<file path="src/rtl/isu_pkg.sv">
// Package: shared read-select encoding and field geometry for the
// interrupt status unit. Assumes the status word has two live FIFO
// request bits at its bottom.
package isu_pkg;

    // Read source select encoding
    typedef enum logic [1:0] {
        SEL_STATUS = 2'd0,
        SEL_MASK   = 2'd1,
        SEL_WRAP   = 2'd2,
        SEL_NONE   = 2'd3
    } isu_sel_e;

    // Number of live (unstored) request bits at the bottom of the status word
    localparam int unsigned LIVE_BITS = 2;

endpackage

</file>
<file path="src/rtl/isu_sticky_bank.sv">
// Module: isu_sticky_bank
// A bank of independent sticky flags. Each flag sets on its set input and
// clears on its clear input; set has priority. Assumes set inputs are
// single-cycle pulses or levels already qualified by the caller.
module isu_sticky_bank #(
    parameter int unsigned WIDTH = 6
) (
    input  logic             clk,
    input  logic             rst_n,
    input  logic [WIDTH-1:0] set_i,
    input  logic [WIDTH-1:0] clr_i,
    output logic [WIDTH-1:0] q_o
);

    genvar gi;
    generate
        for (gi = 0; gi < WIDTH; gi++) begin : g_flag
            logic flag_q;

            // Hold, clear or set one flag; a set beats a clear.
            always_ff @(posedge clk) begin
                if (!rst_n) begin
                    flag_q <= 1'b0;
                end else if (set_i[gi]) begin
                    flag_q <= 1'b1;
                end else if (clr_i[gi]) begin
                    flag_q <= 1'b0;
                end
            end

            assign q_o[gi] = flag_q;
        end
    endgenerate

endmodule

</file>
<file path="src/rtl/isu_mask_reg.sv">
// Module: isu_mask_reg
// Plain writable enable register for the interrupt sources. Resets to all
// zeros so that every maskable source starts disabled.
module isu_mask_reg #(
    parameter int unsigned WIDTH = 8
) (
    input  logic             clk,
    input  logic             rst_n,
    input  logic             we_i,
    input  logic [WIDTH-1:0] d_i,
    output logic [WIDTH-1:0] q_o
);

    // Load the mask on a write strobe, clear it on reset.
    always_ff @(posedge clk) begin
        if (!rst_n) begin
            q_o <= '0;
        end else if (we_i) begin
            q_o <= d_i;
        end
    end

endmodule

</file>
<file path="src/rtl/isu_irq_merge.sv">
// Module: isu_irq_merge
// Combines status and mask into the interrupt line. The top status bit
// bypasses its mask. Purely combinational; assumes both inputs are
// registered or stable within the cycle.
module isu_irq_merge #(
    parameter int unsigned WIDTH = 8
) (
    input  logic [WIDTH-1:0] status_i,
    input  logic [WIDTH-1:0] mask_i,
    output logic             irq_o
);

    localparam int unsigned TOP = WIDTH - 1;

    logic [WIDTH-1:0] enabled;

    // Gate every bit by its mask, then OR in the unmaskable top bit.
    always_comb begin
        enabled = status_i & mask_i;
        irq_o   = (|enabled) | status_i[TOP];
    end

endmodule

</file>
<file path="src/rtl/irq_status_unit.sv">
// Module: irq_status_unit
// Interrupt status and mask unit for a packet-based serial bus master.
// Six event pulses latch sticky status bits (write 1 to clear), two FIFO
// request levels appear live in the low status bits, a mask register
// gates the interrupt line, and the top sticky bit is unmaskable. An
// optional wrapper done flag records that the interrupt line was high.
// Assumes event inputs are single-cycle pulses synchronous to clk.
module irq_status_unit #(
    parameter int unsigned DATA_W   = 32,
    parameter int unsigned N_STICKY = 6,
    parameter int unsigned WRAP_BIT = 30,
    parameter bit          WRAP_EN  = 1'b1
) (
    input  logic                clk,
    input  logic                rst_n,
    input  logic [N_STICKY-1:0] evt_pulse,
    input  logic                tx_req_lvl,
    input  logic                rx_req_lvl,
    input  logic                stat_wr,
    input  logic                mask_wr,
    input  logic                wrap_wr,
    input  logic [DATA_W-1:0]   wr_data,
    input  logic [1:0]          rd_sel,
    output logic [DATA_W-1:0]   rd_data,
    output logic                irq
);

    import isu_pkg::*;

    localparam int unsigned N_LIVE = LIVE_BITS;
    localparam int unsigned STAT_W = N_STICKY + N_LIVE;
    localparam int unsigned PAD_W  = DATA_W - STAT_W;

    logic [N_STICKY-1:0] sticky_q;
    logic [N_STICKY-1:0] sticky_clr;
    logic [STAT_W-1:0]   stat_word;
    logic [STAT_W-1:0]   mask_q;
    logic                wrap_q;
    logic [DATA_W-1:0]   wrap_word;
    logic                unused_wr_bits;

    // Derive the write-1 clear vector for the sticky bits.
    always_comb begin
        sticky_clr = stat_wr ? wr_data[STAT_W-1:N_LIVE] : '0;
    end

    isu_sticky_bank #(
        .WIDTH (N_STICKY)
    ) u_sticky (
        .clk   (clk),
        .rst_n (rst_n),
        .set_i (evt_pulse),
        .clr_i (sticky_clr),
        .q_o   (sticky_q)
    );

    // Assemble the status word: stored events above, live levels below.
    always_comb begin
        stat_word = {sticky_q, tx_req_lvl, rx_req_lvl};
    end

    isu_mask_reg #(
        .WIDTH (STAT_W)
    ) u_mask (
        .clk   (clk),
        .rst_n (rst_n),
        .we_i  (mask_wr),
        .d_i   (wr_data[STAT_W-1:0]),
        .q_o   (mask_q)
    );

    isu_irq_merge #(
        .WIDTH (STAT_W)
    ) u_merge (
        .status_i (stat_word),
        .mask_i   (mask_q),
        .irq_o    (irq)
    );

    generate
        if (WRAP_EN) begin : g_wrap
            logic wrap_clr;
            logic wrap_flag;

            // Clear request for the wrapper flag.
            always_comb begin
                wrap_clr = wrap_wr & wr_data[WRAP_BIT];
            end

            isu_sticky_bank #(
                .WIDTH (1)
            ) u_wrap (
                .clk   (clk),
                .rst_n (rst_n),
                .set_i (irq),
                .clr_i (wrap_clr),
                .q_o   (wrap_flag)
            );

            assign wrap_q = wrap_flag;
        end else begin : g_no_wrap
            assign wrap_q = 1'b0;
        end
    endgenerate

    // Place the wrapper flag at its bit position.
    always_comb begin
        wrap_word           = '0;
        wrap_word[WRAP_BIT] = wrap_q;
    end

    // Steer the selected word onto the read bus.
    always_comb begin
        case (isu_sel_e'(rd_sel))
            SEL_STATUS: rd_data = {{PAD_W{1'b0}}, stat_word};
            SEL_MASK:   rd_data = {{PAD_W{1'b0}}, mask_q};
            SEL_WRAP:   rd_data = wrap_word;
            default:    rd_data = '0;
        endcase
    end

    assign unused_wr_bits = ^{wr_data, wrap_wr};

endmodule


</file>
<file path="config.mk">
export PLATFORM = sky130hd
export DESIGN_NAME = irq_status_unit
export DESIGN_NICKNAME = d
export VERILOG_FILES = /design/src/rtl/isu_pkg.sv /design/src/rtl/isu_sticky_bank.sv /design/src/rtl/isu_mask_reg.sv /design/src/rtl/isu_irq_merge.sv /design/src/rtl/irq_status_unit.sv
export SDC_FILE = /design/constraint.sdc
export NUM_CORES = 1
export LEC_CHECK = 0
export BUFFER_PORTS_ARGS = -buffer_cell sky130_fd_sc_hd__buf_2
export CAP_MARGIN = 20
export CORE_UTILIZATION = 32
export DETAILED_ROUTE_END_ITERATION = 10
export HOLD_SLACK_MARGIN = 0.05
export MAX_ROUTING_LAYER = met4
export PLACE_DENSITY = 0.82
export REMOVE_ABC_BUFFERS = 1
export SYNTH_ARGS = -nofsm -noshare
export SYNTH_HDL_FRONTEND = slang
export SYNTH_SLANG_ARGS = --single-unit
</file>
<file path="constraint.sdc">
create_clock -name clk -period 0.9 [get_ports clk]
set_input_delay 0.135 -clock clk [delete_from_list [all_inputs] [get_ports clk]]
set_output_delay 0.135 -clock clk [all_outputs]
set_load 0.1 [all_outputs]
</file>
==> results of run 1 <==
-- repair_timing --
| action | in CTS | in global routing |
|---|---|---|
| pin swaps | 6 | 8 |
| gates resized for setup | 24 | 9 |
| cloned | 0 | 0 |
| setup endpoints to repair | 11 | 11 |
| buffers inserted | 2 | 2 |
| hold buffers | 2 | 0 |
| hold endpoints to repair | 2 | 0 |
-- synth_stat cells (2+ instances only) --
cell     instances  area share
buf_4           23        0.20
nor2_1          22       0.097
mux2i_1         16        0.19
dfxtp_1         15        0.35
nand2_1          9       0.040
a21oi_1          6       0.035
a22o_1           2       0.021
buf_2            2       0.012
-- power breakdown --
group,internal (mW),switching (mW),leakage (nW)
Clock,0.172,0.219,0.0150
Combinational,0.288,0.791,0.538
Sequential,0.717,0.0338,0.128
Total,1.18,1.04,0.681
-- registers in the layout (all words and copies together), names as in the netlist --
name                    count
u_mask.q_o                  8
u_sticky.g_flag.flag_q      6
g_wrap.u_wrap.q_o           1
-- worst min-delay path, delay by kind of cell --
kind / cells / cell delay [ns]
AOI/OAI and AO/OA: 1 / 0.03
buffers and inverters: 1 / 0.08
and+or+nand+nor: 1 / 0.07
-- path summary, 6_finish.rpt --
path                            slack (ns)                       from  depth (start not counted)                         to
worst max register to register       -0.17  u_sticky.g_flag[2].flag_q                          4          g_wrap.u_wrap.q_o
worst min-delay path                  0.06               evt_pulse[4]                          3  u_sticky.g_flag[4].flag_q
worst min register to register        0.49          g_wrap.u_wrap.q_o                          2          g_wrap.u_wrap.q_o
worst max-delay path                 -0.59  u_sticky.g_flag[0].flag_q                          4                        irq
-- cell families after synthesis --
group / Yosys count / share of synthesized area
buf+inv: 28 / 0.227
compound gates: 11 / 0.0821
simple gates: 32 / 0.147
flops: 15 / 0.352
other cells: 1 / 0.00439
mux: 16 / 0.188
-- metal layers --
| metal | part of all wire | wire length (µm) | up-vias |
|---|---|---|---|
| met3 | 0.067 | 141 | 2 |
| li1 | - | - | 394 |
| met5 | 0 | 0 | - |
| met2 | 0.52 | 1090 | 44 |
| met4 | 0.0086 | 18 | 0 |
| met1 | 0.40 | 835 | 370 |
-- final cells by class --
| class | count | share of cell area |
|---|---|---|
| well taps | 30 | 0.0279 |
| repair buffers | 51 | 0.369 |
| inverters | 1 | 0.00279 |
| multi-input cells | 82 | 0.346 |
| clock buffers | 4 | 0.0195 |
| flip-flops and latches | 15 | 0.235 |
-- stage by stage --
step / hold slack [ns] / std cells
2_1_floorplan: 0.252 / 98
3_3_place_gp: 0.345 / 175
3_5_place_dp: 0.348 / 175
4_1_cts: 0.0618 / 183
5_1_grt: 0.0646 / 183
6_report: 0.0600 / 183
==> reports/summary.txt, run 1 <==
Setup CP Type -> reg2out
min setup slack post-route -> -0.594 ns
antenna violations before repair -> 0
Ant. Diodes -> 0
Fill cells -> 246
DRC viols -> 0
Final Hold Viols -> 0
crit-path leading delay family -> compound AO/OA/AOI/OAI gates
layout cells sized above 1 -> 0.471
grt peak-use layer -> met2
PwrDens -> 1650 nW/µm²
Row Count -> 18
Crit-path slowest cell -> dfxtp_2
Seq/Total Area, Yosys -> 0.352
total CTS buffers -> 3
DR iter-0 viols -> 10
Critical Path Source Type -> flip-flop
Skew-Pair Late Insertion Delay -> 0.28 ns
pin count of the biggest net entering global routing -> 16
EDFF count, synth -> 0
Synth Instances -> 103
via/cell ratio -> 4.43
die height -> 53.6 µm
core area -> 2500 µm²
grt total ovfl -> 0
CTS max path bufs -> 2
CTS Sinks -> 15
post-DP HPWL -> 1490 µm
CP Cell Sequence -> a22o_1 -> a221oi_2 -> nand2_1 -> buf_6
crit path max fanout -> 2
Setup WS pre-CTS -> -0.418 ns
Leak -> 0.681 nW
Max Clock Skew -> 0.00105 ns
first-pass GRT wire length -> 3340 µm
I/O Pins -> 80
Req. time, crit path -> 0.76 ns
Seq cells post-synth -> 15
Setup crit end kind -> primary output
Post-synth top flop -> dfxtp_1
library cells used by synthesis -> 16
GRT Resource Usage Total -> 0.172
vias in the first global route -> 765
nets -> 201
fraction of registers with async set/reset -> 0
synth warn -> 0
Total Wirelength -> 2090 µm
total number of vias -> 810
CP arrival -> 1.36 ns
Hold Crit Class -> in2reg
Antenna Nets Post-Route -> 0
initial core utilization -> 0.341
met2 GRT Util -> 0.296
violated checks -> negative setup slack
FMAX -> 669 MHz
storage element area -> 317 µm²
Reg clk slew, reported paths -> 0.09 ns
commonest non-fill, non-tap cells in the layout -> 23 x conb_1, 23 x buf_2, 20 x nor2_1, 14 x mux2i_1, 13 x dfxtp_2
post-synthesis to final-layout area growth -> 57.9%
syn avg cell area -> 8.28 µm²
M1 GR Usage -> 0.188
grt met3 use -> 0.0367
Peak VDD IR -> 0.000873 V
final worst path period need -> 1.49 ns
Port Buf Inserts -> 33
WL per Instance -> 11.4 µm
CTS tree -> yes
WP buf/inv -> 1
final setup TNS -> -4.22 ns
footprint of the multi-input gates -> 467 µm²
status -> complete, but fails checks
CTS H-tree lvls -> 1
Die X -> 53.6 µm
Placed Area -> 1200 µm²
Max-Cap Viols -> 0
Final period util -> 1.66
Final Wtd Congestion -> 0.774
Final Total Pwr -> 2.22 mW
RSZ-0062 raised after global routing -> true
crit-path max cell delay -> 0.33 ns
die area -> 2880 µm²
final setup vio count -> 11
final core utilization -> 0.539
post-synth design cell area -> 853 µm²
Pins Over Slew Limit -> 0
number of detailed-route iterations in the first pass -> 4
Design Area, Final -> 1350 µm²
clock root buffer -> clkbuf_4
No activity file was read; power rests on OpenSTA's default activity.
==> inputs of run 2 (changes only) <==
- CELL_PAD_IN_SITES_DETAIL_PLACEMENT: default -> 2
- CELL_PAD_IN_SITES_GLOBAL_PLACEMENT: default -> 2
- CORE_UTILIZATION: 32 -> 15
- PLACE_DENSITY: 0.82 -> 0.8
- clock period: 0.9 -> 1.26 ns (I/O delays scaled with it)
==> run 2 against run 1 <==
The flow still finishes with violations (negative setup slack). Setup slack improved by 0.29 ns. Clock power shrank 1%. Register-to-register slack better by 0.29 ns. Global-route usage down 7.5 points. Die area grew 110%. Total power is 23% lower. Final cell count is 22% higher. Highest routed layer unchanged.
==> reports/summary.txt, run 2 (same netlist as run 1, synthesis figures left out) <==
status -> complete, but fails checks
violated checks -> negative setup slack
grt total ovfl -> 0 (unchanged)
nets -> 200 (-0.50%)
internal power -> 941 µW (-20%)
FMAX -> 639 MHz
DRC viols -> 0 (unchanged)
clock share of power -> 0.227 (+0.051)
WL per Instance -> 12.1 µm (+6.1%)
CTS max path bufs -> 2 (unchanged)
I/O Pins -> 80 (unchanged)
initial core utilization -> 0.155 (-0.186)
Reg clk slew, reported paths -> 0.06 ns (-0.03 ns)
PwrDens -> 1220 nW/µm² (-26%)
Total Wirelength -> 2710 µm (+30%)
Critical Path Source Type -> flip-flop
crit path max fanout -> 2 (unchanged)
Final Hold Viols -> 0 (unchanged)
die area -> 5990 µm² (+110%)
CTS H-tree lvls -> 1 (unchanged)
CTS tree -> yes
DR iter-0 viols -> 9 (-1)
switching share of total power -> 0.449 (-0.0211)
Max-Cap Viols -> 0 (unchanged)
RSZ-0062 raised after global routing -> true
commonest non-fill, non-tap cells in the layout -> 23 x conb_1, 23 x buf_2, 15 x nor2_1, 14 x mux2i_1, 12 x buf_4
Ant. Diodes -> 0 (unchanged)
most flop-heavy register -> u_mask.q_o
Setup CP Type -> reg2out
Antenna Nets Post-Route -> 0 (unchanged)
final core utilization -> 0.253 (-0.286)
Seq pwr share -> 0.313 (-0.025)
Fill cells -> 638 (+160%)
antenna violations before repair -> 0 (unchanged)
Setup crit end kind -> primary output
via/cell ratio -> 3.70 (-16%)
Port Buf Inserts -> 33 (unchanged)
vias in the first global route -> 900 (+18%)
Max Clock Skew -> 0.000915 ns (-0.000133 ns)
post-DP HPWL -> 2150 µm (+44%)
Skew-Pair Late Insertion Delay -> 0.24 ns (-0.04 ns)
CTS Sinks -> 15 (unchanged)
total CTS buffers -> 3 (unchanged)
core area -> 5510 µm² (+120%)
final setup vio count -> 8 (-3)
Die X -> 77.4 µm (+44%)
layout cells sized above 1 -> 0.493 (+0.0228)
Leak -> 0.679 nW (-0.33%)
post-synthesis to final-layout area growth -> 63.3%
GRT Resource Usage Total -> 0.0969 (-0.0754)
first-pass GRT wire length -> 4280 µm (+28%)
number of detailed-route iterations in the first pass -> 3 (-1)
final setup TNS -> -0.669 ns (+3.55 ns)
CP arrival -> 1.38 ns (+0.02 ns)
max reg flops -> 8 (unchanged)
footprint of the multi-input gates -> 480 µm² (+2.9%)
Row Count -> 27 (+9)
Hold Crit Class -> in2reg
Final Wtd Congestion -> 0.739 (-4.5%)
final worst path period need -> 1.57 ns
Largest regs -> u_mask.q_o: 8 flops, u_sticky.g_flag.flag_q: 6 flops, g_wrap.u_wrap.q_o: 1 flops
die height -> 77.4 µm (+44%)
total number of vias -> 828 (+2.2%)
Pins Over Slew Limit -> 0 (unchanged)
part of the power in combinational logic -> 0.460 (-0.026)
Final period util -> 1.24
Req. time, crit path -> 1.07 ns (+0.31 ns)
Peak VDD IR -> 0.000304 V (-65%)
pin count of the biggest net entering global routing -> 16 (unchanged)
min setup slack post-route -> -0.306 ns (+0.288 ns)
clock root buffer -> clkbuf_8
Psw -> 766 µW (-27%)
storage element area -> 313 µm² (-1.2%)
==> run 2: final timing paths <==
check / startpoint / to / slack (ns) / depth (start not counted)
worst max-delay path: u_sticky.g_flag[0].flag_q / irq / -0.31 / 4
worst min-delay path: evt_pulse[4] / u_sticky.g_flag[4].flag_q / 0.15 / 3
worst max register to register: u_sticky.g_flag[0].flag_q / g_wrap.u_wrap.q_o / 0.12 / 4
worst min register to register: g_wrap.u_wrap.q_o / g_wrap.u_wrap.q_o / 0.50 / 2
==> run 2: worst max-delay path, cell delays in order (launching register included) <==
cell and delay, ns:
dfxtp_2 0.32, a22o_1 0.25, a221oi_2 0.24, nand2_2 0.13, buf_12 0.18
==> run 2: power groups by stage <==
stage               clock [mW]  combinational (mW)  sequential (mW)
global route             0.424               0.815            0.539
detailed placement           0               0.735            0.538
global placement             0               0.727            0.534
CTS                      0.405               0.777            0.535
finish                   0.387               0.785            0.535
floorplan                    0               0.527            0.534
==> run 2: metal layers <==
layer / GRT usage / wire, µm / vias up
li1: - / - / 388
met1: 0.0957 / 1080 / 404
met2: 0.183 / 1470 / 32
met3: 0.0200 / 119 / 4
met4: 0.0396 / 40 / 0
met5: - / 0 / -
==> run 2: area by class of cell <==
| type | count | share of cell area |
|---|---|---|
| Sequential cell | 15 | 0.224 |
| Timing Repair Buffer | 50 | 0.331 |
| Multi-Input combinational cell | 82 | 0.345 |
| Inverter | 1 | 0.00269 |
| Tap cell | 72 | 0.0646 |
| Clock buffer | 4 | 0.0323 |
==> run 2: per-stage QoR <==
| stage | power (mW) | hold slack [ns] | area [µm²] | instances | worst slack [ns] |
|---|---|---|---|---|---|
| after detailed placement | 1.27 | 0.404 | 1240 | 217 | -0.204 |
| after CTS | 1.72 | 0.146 | 1370 | 223 | -0.298 |
| final | 1.71 | 0.148 | 1390 | 224 | -0.306 |
| after floorplan | 1.06 | 0.306 | 746 | 98 | -0.577 |
| after global routing | 1.78 | 0.155 | 1390 | 224 | -0.367 |
| after global placement | 1.26 | 0.401 | 1240 | 217 | -0.217 |
==> run 2: repair_timing <==
action / CTS / global route
endpoints found under the setup margin: 9 / 9
buffers inserted: 2 / 1
pin swaps: 6 / 7
hold endpoints to repair: 0 / 0
hold buffers: 0 / 0
gates resized for setup: 26 / 5
==> inputs of run 3 (changes only) <==
- CORE_MARGIN: default -> 4
==> run 3 against run 2 <==
Sequential cell count did not move. Via count grew 1.1%. The run still ends with negative setup slack left. Register-to-register slack about the same. Total power increased by 1.9%. Final cell count increased by 0.89%. Cell area is 2.8% higher. Wire length up 19%.
==> reports/summary.txt, run 3 (same netlist as run 1, synthesis figures left out) <==
Skew-Pair Late Insertion Delay -> 0.25 ns (about the same)
grt peak-use layer -> met2
Ant. Diodes -> 0 (unchanged)
Crit-path slowest cell -> dfxtp_2
number of detailed-route iterations in the first pass -> 2 (-1)
Leak -> 0.690 nW (+1.7%)
FMAX -> 624 MHz (-2.3%)
Largest regs -> u_mask.q_o: 8 flops, u_sticky.g_flag.flag_q: 6 flops, g_wrap.u_wrap.q_o: 1 flops
via/cell ratio -> 3.70 (+0.19%)
RR Startpoint -> u_sticky.g_flag[2].flag_q
part of the power in combinational logic -> 0.465 (+0.005)
max reg flops -> 8 (unchanged)
storage element area -> 313 µm² (unchanged)
internal power -> 948 µW (+0.67%)
crit-path leading delay family -> compound AO/OA/AOI/OAI gates
WL per Instance -> 14.3 µm (+18%)
initial core utilization -> 0.155 (unchanged)
WP buf/inv -> 1 (unchanged)
Final Hold Viols -> 0 (unchanged)
Worst Min Path Start -> evt_pulse[1]
DRC viols -> 0 (unchanged)
Psw -> 792 µW (+3.4%)
Antenna Nets Post-Route -> 0 (unchanged)
footprint of the multi-input gates -> 499 µm² (+3.9%)
grt met3 use -> 0.0188 (-0.00115)
R2R Path End -> g_wrap.u_wrap.q_o
post-synthesis to final-layout area growth -> 67.9%
core area -> 5510 µm² (unchanged)
CP arrival -> 1.41 ns (+0.03 ns)
Design Area, Final -> 1430 µm² (+2.8%)
final worst path period need -> 1.60 ns (+0.0370 ns)
CP Cell Sequence -> a22o_1 -> a211oi_2 -> nand2_1 -> buf_12
CTS Sinks -> 15 (unchanged)
total number of vias -> 837 (+1.1%)
Port Buf Inserts -> 33 (unchanged)
Fill cells -> 642 (+0.63%)
grt total ovfl -> 0 (unchanged)
Setup CP Type -> reg2out
GRT Resource Usage Total -> 0.0956 (-0.00132)
CTS tree -> yes
Hold Crit Class -> in2reg
crit path max fanout -> 2 (unchanged)
Max Clock Skew -> 0.00265 ns (+0.00173 ns)
CTS H-tree lvls -> 1 (unchanged)
PwrDens -> 1210 nW/µm² (-0.88%)
Seq pwr share -> 0.308 (-0.005)
Final Wtd Congestion -> 0.692 (-6.3%)
M1 GR Usage -> 0.0897 (-0.00608)
pin count of the biggest net entering global routing -> 16 (unchanged)
commonest non-fill, non-tap cells in the layout -> 23 x conb_1, 23 x buf_2, 15 x nor2_1, 13 x buf_4, 12 x mux2i_1
layout cells sized above 1 -> 0.513 (+0.0196)
clock root buffer -> clkbuf_8
# hold bufs at CTS -> 0 (unchanged)
RSZ-0062 raised after global routing -> true
switching share of total power -> 0.455 (+0.00655)
Reg clk slew, reported paths -> 0.07 ns (about the same)
first-pass GRT wire length -> 4970 µm (+16%)
total CTS buffers -> 3 (unchanged)
r2r worst-path depth -> 4 (unchanged)
CTS max path bufs -> 2 (unchanged)
Max-Cap Viols -> 0 (unchanged)
CP Depth -> 4 (unchanged)
die area -> 6960 µm² (+16%)
I/O Pins -> 80 (unchanged)
Total Wirelength -> 3240 µm (+19%)
Die X -> 83.4 µm (+7.7%)
die height -> 83.4 µm (+7.7%)
Hold Path End -> u_sticky.g_flag[1].flag_q
min setup slack post-route -> -0.343 ns (-0.0370 ns)
most flop-heavy register -> u_mask.q_o
antenna violations before repair -> 0 (unchanged)
crit-path max cell delay -> 0.32 ns (about the same)
status -> complete, but fails checks
clock share of power -> 0.227 (about the same)
R2R Setup Slk -> 0.12 ns (about the same)
Final Total Pwr -> 1.74 mW (+1.9%)
Req. time, crit path -> 1.07 ns (about the same)
final setup vio count -> 8 (unchanged)
nets -> 202 (+1.0%)
Peak VDD IR -> 0.000349 V (+15%)
Critical Path Source Type -> flip-flop
met2 GRT Util -> 0.194 (+0.0107)
post-DP HPWL -> 2400 µm (+12%)
Row Count -> 27 (unchanged)
Hold Path Depth -> 3 (unchanged)
violated checks -> negative setup slack
DR iter-0 viols -> 15 (+6)
Final period util -> 1.27 (+0.0294)
Pins Over Slew Limit -> 0 (unchanged)
Setup crit end kind -> primary output
vias in the first global route -> 961 (+6.8%)
Placed Area -> 1240 µm² (unchanged)
==> run 3: cell types whose count changed in the layout (fill, tap and decap cells not counted), sizes merged <==
cell / before / now
clkinv: 0 / 1
clkbuf: 4 / 3
buf: 50 / 52
==> run 3: worst min-delay path, delay by kind of cell <==
family	cells	cell delay [ns]
and+or+nand+nor	1	0.06
buffers and inverters	1	0.08
AOI/OAI and AO/OA	1	0.03
==> run 3: cell type report <==
class                      instances  area share
timing repair buffer              52       0.335
inverter                           1     0.00262
tap                               72      0.0629
clock inverter                     1     0.00349
clock buffer                       3      0.0288
sequential                        15       0.218
multi-input combinational         82       0.348
==> run 3: per-layer routing <==
layer	up-vias	wire, µm
met2	29	1920
met1	411	1150
li1	395	-
met5	-	0
met4	0	17
met3	2	151
==> run 3: timing repair <==
action	CTS	global route
buffers inserted	2	4
pin swaps	8	6
setup endpoints to repair	9	9
gates resized for setup	23	12
==> run 3: worst max-delay path by stage <==
stage	startpoint	to	slack, ns
2_1_floorplan	u_mask.q_o[1]	rd_data[1]	-0.58
3_3_place_gp	u_sticky.g_flag[0].flag_q	irq	-0.18
3_5_place_dp	u_sticky.g_flag[0].flag_q	irq	-0.16
4_1_cts	u_mask.q_o[2]	irq	-0.27
5_1_grt	u_mask.q_o[2]	irq	-0.41
6_report	u_sticky.g_flag[2].flag_q	irq	-0.34
==> run 3: through the flow <==
stage / hold slack, ns / cells / setup TNS [ns] / worst slack, ns / utilization
after floorplan: 0.306 / 98 / -4.93 / -0.577 / -
after detailed placement: 0.412 / 217 / -0.163 / -0.163 / 0.225
final: 0.151 / 226 / -0.712 / -0.343 / 0.260
after global routing: 0.161 / 226 / -1.18 / -0.409 / 0.260
after CTS: 0.151 / 223 / -0.879 / -0.274 / 0.248
after global placement: 0.401 / 217 / -0.177 / -0.177 / 0.225
==> run 3: power by group through the flow <==
stage | registers, mW | logic, mW | clock network, mW
2_1_floorplan | 0.534 | 0.527 | 0
3_3_place_gp | 0.534 | 0.727 | 0
3_5_place_dp | 0.537 | 0.739 | 0
4_1_cts | 0.533 | 0.780 | 0.408
5_1_grt | 0.540 | 0.843 | 0.440
6_report | 0.537 | 0.809 | 0.394
